$ cat config.mk
export PLATFORM = sky130hd
export DESIGN_NAME = irq_collector
export DESIGN_NICKNAME = d
export VERILOG_FILES = /design/src/rtl/irq_collector.sv
export SDC_FILE = /design/constraint.sdc
export NUM_CORES = 2
export LEC_CHECK = 0
export BUFFER_PORTS_ARGS = -buffer_cell sky130_fd_sc_hd__buf_4
export CELL_PAD_IN_SITES_DETAIL_PLACEMENT = 0
export CELL_PAD_IN_SITES_GLOBAL_PLACEMENT = 1
export CORE_ASPECT_RATIO = 1.75
export CORE_UTILIZATION = 44
export CTS_CLUSTER_DIAMETER = 100
export DETAILED_ROUTE_END_ITERATION = 6
export GPL_TIMING_DRIVEN = 0
export PLACE_DENSITY = 0.83
export SLEW_MARGIN = 20
export SYNTH_ARGS = -nofsm -noshare
export SYNTH_HDL_FRONTEND = slang
export SYNTH_SLANG_ARGS = --single-unit
$ cat constraint.sdc
create_clock -name clk -period 151.9 [get_ports clk]
set_input_delay 45.57 -clock clk [delete_from_list [all_inputs] [get_ports clk]]
set_output_delay 45.57 -clock clk [all_outputs]
set_load 0.005 [all_outputs]
$ cat src/rtl/irq_collector.sv
module irq_collector #(
  parameter int NUM_SRC = 128,
  parameter int ADDR_W  = 12,
  parameter int DATA_W  = 32
) (
  input  logic               clk,
  input  logic               rst_n,
  input  logic [NUM_SRC-1:0] src,
  input  logic               wr_en,
  input  logic               rd_en,
  input  logic [ADDR_W-1:0]  addr,
  input  logic [DATA_W-1:0]  wdata,
  output logic [DATA_W-1:0]  rdata,
  output logic               irq
);
  localparam int IDX_W = $clog2(NUM_SRC);
  localparam int NLVL  = 4;
  localparam int BLK_W = ADDR_W - 4;
  localparam logic [BLK_W-1:0] B_VEC  = BLK_W'(0);
  localparam logic [BLK_W-1:0] B_ACK  = BLK_W'(1);
  localparam logic [BLK_W-1:0] B_CTL  = BLK_W'(2);
  localparam logic [BLK_W-1:0] B_STAT = BLK_W'(7);
  localparam logic [BLK_W-1:0] B_SRC0 = BLK_W'('h12);
  localparam logic [BLK_W:0]   NSRC_B = (BLK_W+1)'(NUM_SRC);
  localparam logic [1:0] M_PLAIN = 2'd0, M_SET = 2'd1, M_CLR = 2'd2;

  logic [NUM_SRC-1:0] s1, s2, en;
  logic [1:0]         lvl [NUM_SRC];
  logic [NLVL-1:0]    inserv;

  wire [BLK_W-1:0] blk  = addr[ADDR_W-1:4];
  wire [1:0]       mode = addr[3:2];
  wire             ok   = (addr[1:0] == 2'b00) && (mode != 2'd3);
  wire [BLK_W-1:0] soff = blk - B_SRC0;
  wire             in_src = ok && (blk >= B_SRC0) && ({1'b0, soff} < NSRC_B);
  wire [IDX_W-1:0] sidx = soff[IDX_W-1:0];
  wire             unused_wdata = ^wdata[DATA_W-1:4];

  wire wr_src = wr_en && in_src;
  wire wr_vec = wr_en && ok && (blk == B_VEC) && (mode != M_CLR);
  wire wr_ack = wr_en && ok && (blk == B_ACK);
  wire reinit = wr_en && ok && (blk == B_CTL) && (mode != M_CLR) && wdata[0];

  logic             top_on;
  logic [1:0]       top_lvl;
  logic             found;
  logic [IDX_W-1:0] win;
  logic [1:0]       wlvl;

  always_comb begin
    top_on  = 1'b0;
    top_lvl = 2'd0;
    for (int k = 0; k < NLVL; k++)
      if (inserv[k]) begin
        top_on  = 1'b1;
        top_lvl = 2'(k);
      end
  end

  always_comb begin
    found = 1'b0;
    win   = '1;
    wlvl  = 2'd0;
    for (int i = NUM_SRC - 1; i >= 0; i--)
      if (s2[i] && en[i] && (!top_on || lvl[i] > top_lvl) && (!found || lvl[i] >= wlvl)) begin
        found = 1'b1;
        win   = IDX_W'(i);
        wlvl  = lvl[i];
      end
  end

  assign irq = found;

  always_ff @(posedge clk or negedge rst_n)
    if (!rst_n) begin
      s1 <= '0;
      s2 <= '0;
    end else begin
      s1 <= src;
      s2 <= s1;
    end

  always_ff @(posedge clk or negedge rst_n)
    if (!rst_n) begin
      en     <= '0;
      inserv <= '0;
      for (int i = 0; i < NUM_SRC; i++) lvl[i] <= 2'd0;
    end else if (reinit) begin
      en     <= '0;
      inserv <= '0;
      for (int i = 0; i < NUM_SRC; i++) lvl[i] <= 2'd0;
    end else begin
      if (wr_src)
        case (mode)
          M_PLAIN: begin
            en[sidx]  <= wdata[2];
            lvl[sidx] <= wdata[1:0];
          end
          M_SET: begin
            en[sidx]  <= en[sidx] | wdata[2];
            lvl[sidx] <= lvl[sidx] | wdata[1:0];
          end
          default: begin
            en[sidx]  <= en[sidx] & ~wdata[2];
            lvl[sidx] <= lvl[sidx] & ~wdata[1:0];
          end
        endcase
      if (wr_vec && found)
        inserv[wlvl] <= 1'b1;
      else if (wr_ack)
        inserv <= inserv & ~wdata[NLVL-1:0];
    end

  logic [DATA_W-1:0] rd_val;

  always_comb begin
    rd_val = '0;
    if (ok) begin
      if (blk == B_ACK)
        rd_val[NLVL-1:0] = inserv;
      else if (blk == B_STAT) begin
        rd_val[IDX_W-1:0] = win;
        rd_val[DATA_W-1]  = found;
      end else if (in_src)
        rd_val[2:0] = {en[sidx], lvl[sidx]};
    end
  end

  always_ff @(posedge clk or negedge rst_n)
    if (!rst_n)     rdata <= '0;
    else if (rd_en) rdata <= rd_val;

endmodule


==> metrics.cfg <==
[floorplanning]
die_area_um2 = 112000
fp.coreArea_um2 = 110000
num_io_pins = 209
fp.dieW_um = 253
initial_utilization = 0.443
fp-row-count = 161
chipHeight_um = 442

[placed_design]
dp.final_hpwl_um = 156000
dpl_cell_area_um2 = 52500
place_inst = 7315
post-place-ws_ps = -22630
gp_routability_congestion = 0.977
buffer_ports.inserted = 153

[sta]
finalHoldWorstSlack_ps = 342
portion_of_the_clock_cycle_consumed_by_the_worst_path_in_the_final_layout = 1.00
timing.max_slew.rel_slack = 0.128
max_slew.worst_pin.slew_ps = 1310
final_setup_violation_count = 3
report.final.slew_viol_count = 0
hold_viol = 0
grt_setup_unrepaired = yes
fin_worst_skew_ps = 38.8
setup_ws_ps = -49.9
fin_tns_setup_ps = -129
achievable-frequency_mhz = 6.58
min_period_ps = 151950

[global_routing]
vias_in_the_first_global_route = 50300
gr-usage-all-layers = 0.385
grt_start_max_net_pins = 102
grt_overflow_total = 0
first_pass_grt_wire_length_um = 317000
antenna_violations_before_repair = 12

[detailed_routing]
route.met2.wl_um = 104000
routed-wl-met3_um = 20100
detailedRoute.firstIterationViolations = 4758
detailroute.via_count = 51000
routed.top_layer = met5
route.detailed.wl_per_inst_um = 27.8
drt-met1-wl_um = 69800
drt_pass1_iterations = 7
post-route-drc-count = 2
drt-total-wl_um = 223000
drtAntennaViolNets = 0
route.detailed.vias_per_inst = 6.36

[cts]
cts_sinks = 652
ctsHtreeMaxLevel = 3
max-clock-path-buffers = 3
clock_tree_from_tritoncts = done
tritoncts.num_buffers = 71
clkLatencyLatePin_ps = 750
worst_setup_hold_path_clk_slew_ps = 60
cts-hold-fix-buffers = 0
root_buffer_selected_by_cts = sky130_fd_sc_hd__clkbuf_16

[synthesis]
synthCells = 5651
synth.top_cells.by_area = sky130_fd_sc_hd__dfrtp_1 (34%), sky130_fd_sc_hd__ha_1 (10%), sky130_fd_sc_hd__o21ai_0 (7.5%), sky130_fd_sc_hd__nand2_1 (7.1%), sky130_fd_sc_hd__mux4_2 (5.6%)
synthDistinctLibCells = 124
ys_dominant_reg_cell = sky130_fd_sc_hd__dfrtp_1
sequential_share_of_the_synthesized_area = 0.335
synth_top_area_share = 0.335
ys_ff_latch = 652
synth-warning-count = 0
async_reset_ff_frac = 1.00
post_synth.cell_area_avg_um2 = 8.61
synth_enable_flop_cells = 0
synth.cell_area_um2 = 48700
synth.largest_area_cell = sky130_fd_sc_hd__dfrtp_1

[critical_path]
timing.critical_path.fanout_max = 5
timing.critical_path.mode_cell = sky130_fd_sc_hd__nand2b_4
cp-startpoint = inserv[3]$_DFFE_PN0P_
cpPeakStageDelay_ps = 510
worst-endpoint-required_ps = 152550
timing.critical_path.from_type = flip-flop
crit_slowest_cell = sky130_fd_sc_hd__or4_4
arrival_ps = 152600
worst_r2r_startpoint = inserv[3]$_DFFE_PN0P_
path_class = reg2reg
critical_path.endpoint_type = flip-flop

[finish]
fillerInstances = 9595
post-route-cell-area_um2 = 63800
most-common-layout-cells = sky130_fd_sc_hd__nand2_1 (877), sky130_fd_sc_hd__buf_4 (718), sky130_fd_sc_hd__dfrtp_1 (648)
stdcell_count = 8007
most_common_cell_after_layout_fill_and_taps_aside = sky130_fd_sc_hd__nand2_1
final_layout_size_suffix_gt1_frac = 0.285
area_delta_synth_final_pct = 31.0
design.final.nets = 7043

[power]
total_leakage_power_nw = 27.5
p_per_area_nw_per_um2 = 6.80
power.ir.vdd_worst_mv = 0.00800

[run_status]
violated_checks = DRC, setup timing
outcome = finished, violations left

[worst_hold_path]
min-delay-path-class = reg2reg
timing.hold.worst.start = s1[73]$_DFF_PN0_

[run]
timing.max_cap.violations = 0

==> final cells by class <==
| type | count | area (um^2) | share of cell area |
|---|---|---|---|
| Clock buffer | 91 | 1960 | 0.0308 |
| Clock inverter | 39 | 522 | 0.00818 |
| Antenna cell | 9 | 22.5 | 0.000353 |
| Timing Repair Buffer | 728 | 5900 | 0.0925 |
| Tap cell | 1467 | 1840 | 0.0288 |
| Inverter | 216 | 826 | 0.0129 |
| Buffer | 242 | 1090 | 0.0171 |
| Multi-Input combinational cell | 4563 | 35300 | 0.553 |
| Sequential cell | 652 | 16300 | 0.256 |
==> through the flow <==
step / total power [W] / utilization
after floorplan: 0.000211 / -
after global placement: 0.000235 / 0.473
after global routing: 0.000446 / 0.581
after CTS: 0.000428 / 0.544
final: 0.000434 / 0.581
after detailed placement: 0.000237 / 0.478
==> power by group <==
group | internal (W) | leakage [nW] | switching, W
Combinational | 0.0000206 | 17.8 | 0.0000367
Sequential | 0.000179 | 8.49 | 0.00000661
Clock | 0.000107 | 1.22 | 0.0000838
Total | 0.000307 | 27.5 | 0.000127
==> state kept, by name, summed over array words and instances (netlist names) <==
| register | count |
|---|---|
| lvl | 256 |
| en | 128 |
| s1 | 128 |
| s2 | 128 |
| rdata | 8 |
| inserv | 4 |
==> synth_stat cells, drive strengths merged, types with 46 or more instances <==
cell type and n:
inv 215, buf 58, nor3 84, ha 393, o21ai 762, nor2b 173, nand2b 142, dfrtp 652
a21o 161, clkbuf 187, and2 46, nand2 927, nand3 50, a22o 147, mux2i 148, a21oi 305
nor2 458, mux4 120
==> critical path, delay by kind of cell (launching register included) <==
| kind | cells | cell delay (ps) |
|---|---|---|
| and+or+nand+nor | 283 | 36830 |
| adders and majority gates | 155 | 42340 |
| buffers and inverters | 101 | 11750 |
| AOI/OAI and AO/OA | 308 | 49940 |
| DFF | 1 | 440 |
| muxes | 32 | 9720 |
==> per-layer routing <==
metal	track usage	vias up
met5	0	-
met4	0.409	10
met3	0.106	1282
met2	0.623	3114
met1	0.383	24500
li1	-	22000
==> cells by family after synthesis <==
group,synth area share
and+or+nand+nor,0.193
AOI/OAI and AO/OA,0.231
DFF,0.335
buffers and inverters,0.0384
adders and majority gates,0.109
muxes,0.0922
xor gates and xnor gates,0.00144
other,0.0000770
==> worst paths after layout <==
| path | to | slack, ps | depth (start not counted) |
|---|---|---|---|
| max | rdata[6]$_DFFE_PN0P_ | -50 | 879 |
| min | s2[73]$_DFF_PN0_ | 340 | 0 |
| max reg2reg | rdata[6]$_DFFE_PN0P_ | -50 | 883 |
| min reg2reg | s2[73]$_DFF_PN0_ | 340 | 0 |
| max in group asynchronous | s2[113]$_DFF_PN0_ | 105800 | 3 |
| min in group asynchronous | s2[43]$_DFF_PN0_ | 44730 | 1 |
==> timing repair <==
item                       in CTS  in global routing
pin swaps                     231                513
setup buffers                 402                161
resized for setup             436                530
setup endpoints to repair      11                 11
cloned                          3                  0
Note: power is estimated with default switching activity, not from simulation.
